===== config.mk =====
export PLATFORM = sky130hd
export DESIGN_NAME = vic_ctrl
export DESIGN_NICKNAME = d
export VERILOG_FILES = /design/src/rtl/vic_pkg.sv /design/src/rtl/vic_capture.sv /design/src/rtl/vic_resolve.sv /design/src/rtl/vic_ctrl.sv
export SDC_FILE = /design/constraint.sdc
export NUM_CORES = 1
export LEC_CHECK = 0
export ABC_CLOCK_PERIOD_IN_PS = 3550
export BUFFER_PORTS_ARGS = -buffer_cell sky130_fd_sc_hd__buf_2
export CAP_MARGIN = 20
export CORE_MARGIN = 2
export CORE_UTILIZATION = 45
export CTS_CLUSTER_DIAMETER = 100
export DETAILED_ROUTE_END_ITERATION = 10
export GPL_ROUTABILITY_DRIVEN = 0
export HOLD_SLACK_MARGIN = 0.1
export MAX_ROUTING_LAYER = met4
export PLACE_DENSITY = 0.74
export SLEW_MARGIN = 20
export SYNTH_ARGS = -nofsm -noshare
export SYNTH_HDL_FRONTEND = slang
export SYNTH_SLANG_ARGS = --single-unit

===== constraint.sdc =====
create_clock -name clk -period 3.55 [get_ports clk]
set_input_delay 0.5325 -clock clk [delete_from_list [all_inputs] [get_ports clk]]
set_output_delay 0.5325 -clock clk [all_outputs]
set_load 0.03 [all_outputs]

===== src/rtl/vic_pkg.sv =====
package vic_pkg;
  localparam int NUM_TMR = 3;
  localparam int NUM_SER = 2;
  localparam int NUM_EXT = 5;
  localparam int NSRC    = NUM_TMR + NUM_SER + NUM_EXT;
  localparam int IDXW    = $clog2(NSRC);
  localparam int LVLW    = 4;

  localparam logic [2:0] A_MASK  = 3'd0;
  localparam logic [2:0] A_THR   = 3'd1;
  localparam logic [2:0] A_REQ   = 3'd2;
  localparam logic [2:0] A_ISR   = 3'd3;
  localparam logic [2:0] A_POLL  = 3'd4;
  localparam logic [2:0] A_PSTAT = 3'd5;
  localparam logic [2:0] A_EOI   = 3'd6;
  localparam logic [2:0] A_MODE  = 3'd7;

  // priority level of a source index: timers share one level, serial the next,
  // each external source gets its own level
  function automatic logic [LVLW-1:0] prio_level(input int idx);
    if (idx < NUM_TMR)                return LVLW'(2);
    else if (idx < NUM_TMR + NUM_SER) return LVLW'(3);
    else                              return LVLW'(idx - 1);
  endfunction
endpackage


===== src/rtl/vic_capture.sv =====
module vic_capture #(
  parameter bit SYNC = 1'b1
) (
  input  logic clk,
  input  logic rst_n,
  input  logic raw_i,
  input  logic edge_mode_i,
  input  logic clr_i,
  output logic pend_o
);
  generate
    if (SYNC) begin : g_ext
      logic s1_q, s2_q, prev_q, lat_q;
      always_ff @(posedge clk or negedge rst_n) begin
        if (!rst_n) begin
          s1_q   <= 1'b0;
          s2_q   <= 1'b0;
          prev_q <= 1'b0;
          lat_q  <= 1'b0;
        end else begin
          s1_q   <= raw_i;
          s2_q   <= s1_q;
          prev_q <= s2_q;
          if (!edge_mode_i)                 lat_q <= 1'b0;
          else if (s2_q && !prev_q)         lat_q <= 1'b1;
          else if (clr_i)                   lat_q <= 1'b0;
        end
      end
      assign pend_o = edge_mode_i ? lat_q : s2_q;
    end else begin : g_int
      logic lat_q;
      logic unused_mode;
      assign unused_mode = edge_mode_i;
      always_ff @(posedge clk or negedge rst_n) begin
        if (!rst_n)      lat_q <= 1'b0;
        else if (raw_i)  lat_q <= 1'b1;
        else if (clr_i)  lat_q <= 1'b0;
      end
      assign pend_o = lat_q;
    end
  endgenerate
endmodule


===== src/rtl/vic_resolve.sv =====
module vic_resolve
  import vic_pkg::*;
(
  input  logic [NSRC-1:0] pend_i,
  input  logic [NSRC-1:0] mask_i,
  input  logic [LVLW-1:0] thr_i,
  input  logic [NSRC-1:0] isr_i,
  output logic [IDXW-1:0] win_idx_o,
  output logic            irq_o,
  output logic [NSRC-1:0] eoi_oh_o
);
  logic [NSRC-1:0] elig;
  logic            win_vld, isr_vld;
  logic [IDXW-1:0] isr_idx;

  genvar g;
  generate
    for (g = 0; g < NSRC; g++) begin : g_elig
      assign elig[g] = pend_i[g] & ~mask_i[g] & (prio_level(g) <= thr_i);
    end
  endgenerate

  // scan from lowest priority upward so the lowest index is left standing
  always_comb begin
    win_vld   = 1'b0;
    win_idx_o = '0;
    isr_vld   = 1'b0;
    isr_idx   = '0;
    for (int i = NSRC - 1; i >= 0; i--) begin
      if (elig[i]) begin
        win_vld   = 1'b1;
        win_idx_o = IDXW'(i);
      end
      if (isr_i[i]) begin
        isr_vld = 1'b1;
        isr_idx = IDXW'(i);
      end
    end
  end

  assign irq_o    = win_vld & (!isr_vld | (win_idx_o < isr_idx));
  assign eoi_oh_o = isr_vld ? (NSRC'(1) << isr_idx) : '0;
endmodule


===== src/rtl/vic_ctrl.sv =====
module vic_ctrl
  import vic_pkg::*;
#(
  parameter logic [7:0] VEC_BASE = 8'h40,
  parameter logic [7:0] VEC_SPUR = 8'hFF
) (
  input  logic                 clk,
  input  logic                 rst_n,
  input  logic [NUM_TMR-1:0]   tmr_req_i,
  input  logic [NUM_SER-1:0]   ser_req_i,
  input  logic [NUM_EXT-1:0]   ext_pin_i,
  input  logic                 inta_i,
  output logic [7:0]           vec_o,
  output logic                 vec_vld_o,
  output logic                 irq_o,
  input  logic [2:0]           bus_addr_i,
  input  logic                 bus_wr_i,
  input  logic                 bus_rd_i,
  input  logic [15:0]          bus_wdata_i,
  output logic [15:0]          bus_rdata_o
);
  localparam int EXT0 = NUM_TMR + NUM_SER;

  logic [NSRC-1:0]    mask_q, isr_q, pend, clr, eoi_oh, win_oh;
  logic [LVLW-1:0]    thr_q;
  logic [NUM_EXT-1:0] mode_q;
  logic [NSRC-1:0]    raw, mode_idx;
  logic [IDXW-1:0]    win_idx;
  logic               irq, poll_rd, ack_go, eoi_wr;
  logic [7:0]         vec_now;
  logic               unused_wdata;

  assign unused_wdata = ^bus_wdata_i[15:NSRC];

  // source order equals priority order: pin INT4 sits above pins INT0..INT3
  assign raw      = {ext_pin_i[NUM_EXT-2:0], ext_pin_i[NUM_EXT-1], ser_req_i, tmr_req_i};
  assign mode_idx = {mode_q[NUM_EXT-2:0], mode_q[NUM_EXT-1], {EXT0{1'b0}}};

  genvar g;
  generate
    for (g = 0; g < NSRC; g++) begin : g_src
      vic_capture #(.SYNC(g >= EXT0)) u_cap (
        .clk(clk), .rst_n(rst_n), .raw_i(raw[g]), .edge_mode_i(mode_idx[g]),
        .clr_i(clr[g]), .pend_o(pend[g])
      );
    end
  endgenerate

  vic_resolve u_res (
    .pend_i(pend), .mask_i(mask_q), .thr_i(thr_q), .isr_i(isr_q),
    .win_idx_o(win_idx), .irq_o(irq), .eoi_oh_o(eoi_oh)
  );

  assign poll_rd = bus_rd_i && (bus_addr_i == A_POLL);
  assign eoi_wr  = bus_wr_i && (bus_addr_i == A_EOI);
  assign ack_go  = (inta_i | poll_rd) & irq;
  assign win_oh  = NSRC'(1) << win_idx;
  assign clr     = ack_go ? win_oh : '0;
  assign vec_now = irq ? 8'(VEC_BASE + {{(8-IDXW){1'b0}}, win_idx}) : VEC_SPUR;

  always_ff @(posedge clk or negedge rst_n) begin
    if (!rst_n) begin
      mask_q    <= '1;
      thr_q     <= '1;
      mode_q    <= '0;
      isr_q     <= '0;
      vec_o     <= '0;
      vec_vld_o <= 1'b0;
    end else begin
      if (bus_wr_i && bus_addr_i == A_MASK) mask_q <= bus_wdata_i[NSRC-1:0];
      if (bus_wr_i && bus_addr_i == A_THR)  thr_q  <= bus_wdata_i[LVLW-1:0];
      if (bus_wr_i && bus_addr_i == A_MODE) mode_q <= bus_wdata_i[NUM_EXT-1:0];
      isr_q     <= (isr_q & ~(eoi_wr ? eoi_oh : '0)) | clr;
      vec_vld_o <= inta_i;
      if (inta_i) vec_o <= vec_now;
    end
  end

  always_comb begin
    case (bus_addr_i)
      A_MASK:          bus_rdata_o = 16'(mask_q);
      A_THR:           bus_rdata_o = 16'(thr_q);
      A_REQ:           bus_rdata_o = 16'(pend);
      A_ISR:           bus_rdata_o = 16'(isr_q);
      A_POLL, A_PSTAT: bus_rdata_o = {irq, 7'd0, vec_now};
      A_MODE:          bus_rdata_o = 16'(mode_q);
      default:         bus_rdata_o = '0;
    endcase
  end

  assign irq_o = irq;
endmodule


==> metrics.yaml <==
design_area_sq_um: 4672
reg_top3: "isr_q x10, mask_q x10, vec_o x6"
finalCritPeriodShare_pct: 105.9
setup_viol: 9
crit_required_ns: 3.02
hp-class: "in2reg"
syn_area_per_cell_sq_um: 9.947
critPathTopFamily: "compound AO/OA/AOI/OAI gates"
drt-initial-drc-count: 386
io_pins: 60
tightest_slew_ns: 0.9395
relSlewSlack_pct: 37.37
dpl.cell_count: 499
synthCells: 342
finalMaxSlewViolations: 0
rows: 31
slowest_delay_ns: 0.67
vias: 3304
grt_use_total_pct: 26.03
ctsRootBufferMaster: "clkbuf_8"
placed_area_sq_um: 3884
cts_hold_buffers: 0
fp.dieArea_sq_um: 8272
power.density_nw_per_um2: 849.6
syn2layout_area_growth_pct: 37.33
io_buffers: 48
wl_mm: 10.62
cp_slowest_cell: "dfstp_2"
start_util_pct: 46.65
cts_buffers: 9
critPathKind: "reg2out"
first_global_vias: 3186
core-area_sq_um: 7292
fin_crit_ns: 3.758
ir_worst_vdd_uv: 446.6
timing_hold_violations_final: 0
die_h_um: 90.95
via_per_inst: 6.153
fin_worst_skew_ns: 0.007465
p_leak_nw: 1.973
setup_slack_ns: -0.2079
finalNonFillerCells: 537
drtPass1Iterations: 5
crit_chain: "a211oi_4 > or3b_4 > and2_4 > nand2_4 > nor2_4 > ha_4 > nand2_4 > a31oi_4 > o311a_4 > a21bo_4 > clkinv_8 > o221ai_4 > buf_6"
fin_setup_tns_ns: -1.582
htree_levels: 3
path_clk_slew_ns: 0.07
synth_async_sr_flop_share_pct: 100.0
drive_gt1_share_pct: 44.75
max_freq_mhz: 266.1
ys_ff_latch: 61
synth_flop_cell: "dfrtp_1"
clock-sinks: 61
critPathCaptureType: "primary output"
insertion_delay_ns: 0.35
crit_fanout: 8
drv_cap: 0
tritoncts: "built"
die_w_um: 90.95
grt.overflow.total: 0
synth_cell_types: 64
drtAntennaViolNets: 0
grt_setup_unrepaired: "yes"
rrSetupSlack_ns: 0.13
synth_edf_count: 0
utilization_pct: 64.07
antenna_found_initial: 0
clockBufferDepth: 2
violations: "negative setup slack"
syn-cell-area_sq_um: 3402
whs_ns: 0.2865
grt_max_degree: 44
cp_data_arrival_time_ns: 3.23
cp_num_buf_inv: 2
nNetsFinal: 470
seq_area_frac_synth_pct: 45.38
path_common_cell: "nand2_4"
antenna_cells: 0
route.detailed.drc: 0
critPathLaunchType: "register"
grt_pass1_wl_mm: 16.41
yosys_warnings: 0
status: "finished with violations"
wl_per_cell_um: 19.78
hpwl_mm: 6.988
==> per-layer routing <==
| metal | vias up | global-route usage [%] | share of wire (%) |
|---|---|---|---|
| li1 | 1446 | - | - |
| met5 | - | - | 0 |
| met3 | 60 | 6.141 | 7.9 |
| met4 | 0 | 12.25 | 5.4 |
| met1 | 1596 | 32.88 | 39 |
| met2 | 202 | 39.69 | 47 |
==> final timing paths <==
path | from | to | cells after the start
max | thr_q[3] | bus_rdata_o[4] | 13
min | ext_pin_i[1] | g_src[7].u_cap.g_ext.s1_q | 1
max reg2reg | thr_q[3] | g_src[6].u_cap.g_ext.lat_q | 14
min reg2reg | g_src[7].u_cap.g_ext.s1_q | g_src[7].u_cap.g_ext.s2_q | 0
max in group asynchronous | rst_n | isr_q[8] | 2
min in group asynchronous | rst_n | g_src[9].u_cap.g_ext.s1_q | 1
==> repair_timing <==
| item | 4_1_cts | 5_1_grt |
|---|---|---|
| resized for setup | 48 | 32 |
| setup buffers | 13 | 9 |
| pin swaps | 14 | 20 |
| endpoints found under the hold margin | 0 | 0 |
| setup endpoints to repair | 9 | 10 |
==> per-stage QoR <==
stage / setup slack, ns / power (W)
finish: -0.2079 / 0.003969
CTS: -0.1121 / 0.003630
global placement: 0.03149 / 0.002529
floorplan: -0.1330 / 0.002031
global route: -0.2782 / 0.004146
detailed placement: 0.01220 / 0.002558
==> final cells by class <==
| class | count | area, sq um |
|---|---|---|
| sequential | 61 | 1544 |
| inverter | 12 | 57.56 |
| fill | 553 | 2620 |
| tap | 99 | 123.9 |
| clock buffer | 12 | 145.1 |
| multi-input combinational | 253 | 2038 |
| clock inverter | 4 | 95.09 |
| timing repair buffer | 96 | 668.1 |
==> placed cells by master (no fill, tap or decap), types with 4 or more instances in the layout <==
| master | n |
|---|---|
| a21oi_1 | 13 |
| a31o_2 | 4 |
| a31oi_1 | 13 |
| buf_2 | 39 |
| buf_4 | 45 |
| buf_6 | 12 |
| clkbuf_8 | 10 |
| conb_1 | 5 |
| dfrtp_1 | 47 |
| dfstp_2 | 14 |
| inv_1 | 8 |
| mux2_2 | 18 |
| mux2i_1 | 10 |
| nand2_1 | 25 |
| nand2b_1 | 11 |
| nand3_1 | 6 |
| nor2_1 | 30 |
| nor2b_1 | 5 |
| nor3_1 | 6 |
| o21ai_0 | 14 |
| o31ai_1 | 5 |
==> report_power, final <==
group / leakage, nW / total [W] / internal (W) / switching [W]
sequential: 0.684 / 0.00110 / 0.000871 / 0.000232
combinational: 1.17 / 0.00211 / 0.000944 / 0.00117
clock: 0.121 / 0.000757 / 0.000485 / 0.000272
==> logic make-up after synthesis <==
logic type               share of synthesized area, %
AO/OA/AOI/OAI                                   22.03
flip-flops                                      45.38
other                                          0.1102
multiplexers                                    9.489
AND/OR/NAND/NOR                                 17.21
buffers and inverters                           4.670
adder cells (fa/ha/maj)                         1.103
==> cells in the mapped netlist (all sizes together) (3+ instances only) <==
master,instances,area (sq um)
a21o,3,22.52
nor3,9,45.04
a211oi,3,45.04
o211ai,4,43.79
a31o,5,43.79
and3,3,18.77
a31oi,19,118.9
nor4,4,55.05
or2,3,18.77
inv,11,41.29
nor2,33,123.9
or3,3,18.77
mux2,18,202.7
nand2,27,101.4
o21ai,17,85.08
a21oi,15,75.07
o31ai,6,45.04
ha,3,37.54
clkbuf,9,33.78
mux2i,12,120.1
nand2b,11,68.82
nor2b,6,37.54
buf,11,80.07
dfstp,14,367.9
nand3,6,30.03
dfrtp,47,1176
o22ai,3,18.77
o21a,3,22.52
No activity file was read; power rests on OpenSTA's default activity.
